`src/rtl/vaseg_pkg.sv`:
```
package vaseg_pkg;

    localparam int VA_W      = 32;
    localparam int REGION_W  = 3;
    localparam int LOW_W     = VA_W - REGION_W;

    localparam logic [VA_W-1:0] LOW_MASK = {{REGION_W{1'b0}}, {LOW_W{1'b1}}};

    typedef enum logic [1:0] {
        PRIV_USER   = 2'b00,
        PRIV_SUPER  = 2'b01,
        PRIV_KERNEL = 2'b10,
        PRIV_RSVD   = 2'b11
    } priv_e;

    typedef enum logic [2:0] {
        RGN_USER,
        RGN_KWIN0,
        RGN_KWIN1,
        RGN_SUPMAP,
        RGN_KERNMAP
    } region_e;

    typedef enum logic [2:0] {
        ACT_IDENT,
        ACT_OFFSET,
        ACT_LOWBITS,
        ACT_TLB,
        ACT_FAULT
    } act_e;

    typedef struct packed {
        logic kern_ok;
        logic sup_ok;
    } rights_t;

    typedef struct packed {
        logic [VA_W-1:0] paddr;
        logic            rw_ok;
        logic            tlb_req;
        logic            err_ld;
        logic            err_st;
    } result_t;

    function automatic rights_t rights_of(priv_e p);
        rights_t r;
        r.kern_ok = (p == PRIV_KERNEL);
        r.sup_ok  = (p == PRIV_KERNEL) || (p == PRIV_SUPER);
        return r;
    endfunction

    function automatic region_e region_of(logic [REGION_W-1:0] top);
        region_e rg;
        case (top)
            3'b100:  rg = RGN_KWIN0;
            3'b101:  rg = RGN_KWIN1;
            3'b110:  rg = RGN_SUPMAP;
            3'b111:  rg = RGN_KERNMAP;
            default: rg = RGN_USER;
        endcase
        return rg;
    endfunction

endpackage

```
`src/rtl/vaseg_region.sv`:
```
module vaseg_region
    import vaseg_pkg::*;
(
    input  logic [REGION_W-1:0] top_bits_i,
    output region_e             region_o
);
    always_comb region_o = region_of(top_bits_i);
endmodule

```
`src/rtl/vaseg_access.sv`:
```
module vaseg_access
    import vaseg_pkg::*;
(
    input  region_e region_i,
    input  priv_e   priv_i,
    input  logic    err_level_i,
    input  logic    fixed_map_i,
    output act_e    act_o
);
    rights_t rt;
    act_e    mapped_act;

    always_comb begin
        rt         = rights_of(priv_i);
        mapped_act = fixed_map_i ? ACT_IDENT : ACT_TLB;
        case (region_i)
            RGN_USER: begin
                if (err_level_i)      act_o = ACT_IDENT;
                else if (fixed_map_i) act_o = ACT_OFFSET;
                else                  act_o = ACT_TLB;
            end
            RGN_KWIN0,
            RGN_KWIN1:   act_o = rt.kern_ok ? ACT_LOWBITS : ACT_FAULT;
            RGN_SUPMAP:  act_o = rt.sup_ok  ? mapped_act  : ACT_FAULT;
            RGN_KERNMAP: act_o = rt.kern_ok ? mapped_act  : ACT_FAULT;
            default:     act_o = ACT_FAULT;
        endcase
    end

    // kernel rights never end in a fault
    always_comb begin
        p_kernel_no_fault_r7: assert (!(priv_i == PRIV_KERNEL && act_o == ACT_FAULT))
            else $error("kernel access faulted");
    end

    // fixed mode never asks for the TLB
    always_comb begin
        p_fixed_no_tlb_r9: assert (!(fixed_map_i && act_o == ACT_TLB))
            else $error("TLB requested in fixed mode");
    end
endmodule

```
`src/rtl/vaseg_xlate.sv`:
```
module vaseg_xlate
    import vaseg_pkg::*;
#(
    parameter logic [VA_W-1:0] FIX_OFFSET = 32'h4000_0000
) (
    input  logic [VA_W-1:0] vaddr_i,
    input  act_e            act_i,
    input  logic            is_store_i,
    output result_t         res_o
);
    always_comb begin
        res_o = '0;
        case (act_i)
            ACT_IDENT: begin
                res_o.paddr = vaddr_i;
                res_o.rw_ok = 1'b1;
            end
            ACT_OFFSET: begin
                res_o.paddr = vaddr_i + FIX_OFFSET;
                res_o.rw_ok = 1'b1;
            end
            ACT_LOWBITS: begin
                res_o.paddr = vaddr_i & LOW_MASK;
                res_o.rw_ok = 1'b1;
            end
            ACT_TLB: res_o.tlb_req = 1'b1;
            default: begin
                res_o.err_ld = ~is_store_i;
                res_o.err_st =  is_store_i;
            end
        endcase
    end
endmodule

```
`src/rtl/vaseg_decoder.sv`:
```
module vaseg_decoder
    import vaseg_pkg::*;
#(
    parameter logic [31:0] FIX_OFFSET = 32'h4000_0000
) (
    input  logic [31:0] vaddr_i,
    input  logic [1:0]  priv_i,
    input  logic        err_level_i,
    input  logic        fixed_map_i,
    input  logic        is_store_i,
    output logic [31:0] paddr_o,
    output logic        rw_ok_o,
    output logic        tlb_req_o,
    output logic        addr_err_ld_o,
    output logic        addr_err_st_o
);
    region_e region;
    act_e    act;
    result_t res;

    vaseg_region u_region (
        .top_bits_i (vaddr_i[VA_W-1 -: REGION_W]),
        .region_o   (region)
    );

    vaseg_access u_access (
        .region_i    (region),
        .priv_i      (priv_e'(priv_i)),
        .err_level_i (err_level_i),
        .fixed_map_i (fixed_map_i),
        .act_o       (act)
    );

    vaseg_xlate #(.FIX_OFFSET(FIX_OFFSET)) u_xlate (
        .vaddr_i    (vaddr_i),
        .act_i      (act),
        .is_store_i (is_store_i),
        .res_o      (res)
    );

    assign paddr_o       = res.paddr;
    assign rw_ok_o       = res.rw_ok;
    assign tlb_req_o     = res.tlb_req;
    assign addr_err_ld_o = res.err_ld;
    assign addr_err_st_o = res.err_st;

    // exactly one outcome per address
    always_comb begin
        p_one_outcome_r12: assert ($countones({rw_ok_o, tlb_req_o, addr_err_ld_o, addr_err_st_o}) == 1)
            else $error("outcome not unique");
    end

    // error direction follows the access direction
    always_comb begin
        p_err_dir_r8: assert (!(addr_err_st_o && !is_store_i) && !(addr_err_ld_o && is_store_i))
            else $error("error direction mismatch");
    end

    // error level turns the user region into identity
    always_comb begin
        p_erl_identity_r2: assert (!(err_level_i && !vaddr_i[31]) || (rw_ok_o && paddr_o == vaddr_i))
            else $error("identity window broken");
    end

    // granted accesses beyond the user region never come from user level
    always_comb begin
        p_user_high_fault_r7: assert (!(priv_i == 2'b00 && vaddr_i[31]) || addr_err_ld_o || addr_err_st_o)
            else $error("user reached high region");
    end
endmodule

```
`config.mk`:
```
export PLATFORM = sky130hd
export DESIGN_NAME = vaseg_decoder
export DESIGN_NICKNAME = d
export VERILOG_FILES = /design/src/rtl/vaseg_pkg.sv /design/src/rtl/vaseg_region.sv /design/src/rtl/vaseg_access.sv /design/src/rtl/vaseg_xlate.sv /design/src/rtl/vaseg_decoder.sv
export SDC_FILE = /design/constraint.sdc
export NUM_CORES = 1
export LEC_CHECK = 0
export ABC_AREA = 1
export BUFFER_PORTS_ARGS = -buffer_cell sky130_fd_sc_hd__buf_4
export CAP_MARGIN = 30
export CORE_MARGIN = 5
export CORE_UTILIZATION = 40
export DETAILED_ROUTE_END_ITERATION = 10
export GPL_TIMING_DRIVEN = 0
export PLACE_DENSITY = 0.95
export SETUP_SLACK_MARGIN = 0.02
export SLEW_MARGIN = 20
export SYNTH_ARGS = -nofsm -noshare
export SYNTH_HDL_FRONTEND = slang
export SYNTH_SLANG_ARGS = --single-unit
```
`constraint.sdc`:
```
create_clock -name vclk -period 2.5
set_clock_uncertainty 0.1 [all_clocks]
set_input_delay 0.25 -clock vclk [all_inputs]
set_output_delay 0.25 -clock vclk [all_outputs]
set_load 0.1 [all_outputs]
```
==> impl_metrics.ini <==
[routing]
drt_iter0_markers = 3
antenna_violating_nets_left = 0
totalWireLength_mm = 2.36
drt-vias-per-instance = 4.88
total_number_of_vias = 834
met2WireLength_mm = 1.25
routed_wire_length_per_instance_um = 13.8
wl_met1_um = 910
routed-wl-met3_um = 200
drcViolationCount = 0
dr_top_layer = met3
drt_first_pass_iters = 4

[grt]
pin_count_of_the_biggest_net_entering_global_routing = 11
grt_pass1_vias = 767
groute.usage.overall_pct = 17.1
overflow = 0
initial_antenna_violation_count = 0
grt_first_pass_wirelength_mm = 3.70

[logic_synthesis]
synthesis.yosys.warnings = 0
post_synth_inst_count = 82
synth_top_cells_by_area = sky130_fd_sc_hd__nor3b_2 52%, sky130_fd_sc_hd__buf_6 11%, sky130_fd_sc_hd__nand2_2 5.4%
combinational_family_with_the_most_area_after_synthesis = simple AND/OR/NAND/NOR gates
synth-adder-area-share_pct = 1.80
synth_cell_types = 18
synth.area.mux_share_pct = 0
synthesis.area_per_instance_sq_um = 8.48
post_synth_xor_area_fraction_pct = 0
post_synth_instance_area_sq_um = 696
synth_compound_gate_area_share_pct = 0.719
synth-simple-area-share_pct = 81.3
synth_seq_area_share_pct = 0
synth_nets = 120
yosys.area.top_type = sky130_fd_sc_hd__nor3b_2
synth.top_cell.area_share_pct = 52.2

[sta]
fin_max_slew_vios = 0
clock.fmax_mhz = 496
timing.final.crit_period_ns = 2.02
sum_neg_setup_slack_ns = 0
post-route-period-util_pct = 80.7
final-hold-violation-count = 0
max_slew.worst_pin.slew_ns = 0.286
relSlewSlack_pct = 81.1
finalSetupViolations = 0
rsz_0062_raised_after_global_routing = no

[layout]
sequential_cell_area_sq_um = 0
layout.clock_buffers = 0
final_util_pct = 83.0
insertedDiodeCount = 0
n_fill_cell = 109
drive_gt1_share_pct = 83.1
areaGrowthSynthToFinish_pct = 102
net_count_of_the_finished_layout = 194
numSequentialCells = 0

[placement]
hpwlAfterDp_mm = 2.13
finalWeightedCongestion = 0.814
port_buffer_cells = 72

[setup_path]
crit_type = primary input to output port
critical_path.startpoint_type = primary input
crit_fanout = 10
worstPathRequired_ns = 2.15
cp_data_arrival_time_ns = 1.67
end_kind = output port

[power]
ir_worst_vdd_mv = 0.300
pwr_density_cell_nw_per_um2 = 506
total_leakage_power_nw = 0.705

[floorplan]
die_w_um = 51.7
initial_utilization_pct = 41.2
fp.dieArea_sq_um = 2670
design.core.area_sq_um = 1690
top_level_ports = 73
rows = 15
dieHeight_um = 51.7

[outcome]
status = completed

[hold_path]
holdCritStartpoint = is_store_i
hold_class = primary input to output port
hold_path_sink = addr_err_ld_o
whs_path_depth = 3

[clock_tree]
postCtsResizedCells = 0
postCtsSetupBuffers = 0
hold_buffers = 0

[flow_run]
max-cap-violations = 0
-- worst max-delay path by stage --
stage                    from           to  cells past startpoint
CTS                 priv_i[0]  paddr_o[22]                      9
floorplan           priv_i[0]  paddr_o[10]                      7
global route        priv_i[0]  paddr_o[19]                      9
detailed placement  priv_i[0]  paddr_o[22]                      9
finish              priv_i[1]  paddr_o[22]                      8
global placement    priv_i[1]   paddr_o[0]                      8
-- area by class of cell --
type	count	area, sq um	area share (%)
Inverter	9	33.8	2.41
Buffer	7	78.8	5.62
Tap cell	17	21.3	1.52
Timing Repair Buffer	72	541	38.5
Multi-Input combinational cell	66	728	51.9
-- power by group --
| group | switching (W) | total [W] | internal (W) |
|---|---|---|---|
| registers | 0 | 0 | 0 |
| logic | 0.000518 | 0.000710 | 0.000191 |
| clock network | 0 | 0 | 0 |
| total | 0.000518 | 0.000710 | 0.000191 |
-- cells by family after synthesis --
| family | after synthesis |
|---|---|
| AOI/OAI and AO/OA | 1 |
| adders and majority gates | 1 |
| buffers and inverters | 16 |
| and+or+nand+nor | 64 |
-- through the flow --
stage               hold slack [ns]  total power [W]  std cells  instance area [sq um]  setup WS, ns
floorplan                     0.576         0.000570         82                    841        -0.140
global placement              0.737         0.000704        171                   1400         0.529
detailed placement            0.740         0.000713        171                   1400         0.481
CTS                           0.740         0.000714        171                   1400         0.481
global route                  0.743         0.000734        171                   1400         0.415
finish                        0.739         0.000710        171                   1400         0.483
-- placed cells by master, fill, tap and decap left out, types with 2 or more instances in the layout --
cell type                 netlist  final
sky130_fd_sc_hd__inv_1          4      4
sky130_fd_sc_hd__nor2_4         1      3
sky130_fd_sc_hd__inv_2          4      4
sky130_fd_sc_hd__nand2_4        2      2
sky130_fd_sc_hd__buf_4          0     72
sky130_fd_sc_hd__nor3b_4        0     20
sky130_fd_sc_hd__nor2_2         1      3
sky130_fd_sc_hd__nand2_1        7      7
sky130_fd_sc_hd__buf_6          7      7
sky130_fd_sc_hd__nand2_2        6      6
sky130_fd_sc_hd__nand4_1        2      2
sky130_fd_sc_hd__nand3_1        3      3
sky130_fd_sc_hd__nor2_1        10      6
sky130_fd_sc_hd__nor3b_2       29      9
-- Yosys cell counts --
cell type,n
sky130_fd_sc_hd__nor2_4,1
sky130_fd_sc_hd__inv_1,4
sky130_fd_sc_hd__ha_1,1
sky130_fd_sc_hd__a21oi_1,1
sky130_fd_sc_hd__nand2_1,7
sky130_fd_sc_hd__buf_6,7
sky130_fd_sc_hd__and2_1,1
sky130_fd_sc_hd__nand4_1,2
sky130_fd_sc_hd__inv_2,4
sky130_fd_sc_hd__nor3b_2,29
sky130_fd_sc_hd__nand2_2,6
sky130_fd_sc_hd__nand3_4,1
sky130_fd_sc_hd__nand3_2,1
sky130_fd_sc_hd__nor2_1,10
sky130_fd_sc_hd__nor2_2,1
sky130_fd_sc_hd__clkinv_1,1
sky130_fd_sc_hd__nand2_4,2
sky130_fd_sc_hd__nand3_1,3
-- worst max-delay path, stage by stage --
cell and delay, ns:
sky130_fd_sc_hd__buf_4 0.11, sky130_fd_sc_hd__ha_1 0.30, sky130_fd_sc_hd__nor2_1 0.06, sky130_fd_sc_hd__nand2_2 0.11, sky130_fd_sc_hd__nand3_4 0.12, sky130_fd_sc_hd__buf_6 0.20
sky130_fd_sc_hd__nor3b_4 0.19, sky130_fd_sc_hd__buf_4 0.31
-- per-layer routing --
| metal | global-route usage [%] | vias to the layer above |
|---|---|---|
| li1 | - | 419 |
| met1 | 20.4 | 379 |
| met2 | 32.6 | 36 |
| met3 | 3.44 | 0 |
| met4 | 0.873 | 0 |
| met5 | 0 | - |
(Power assumes the default switching activity.)
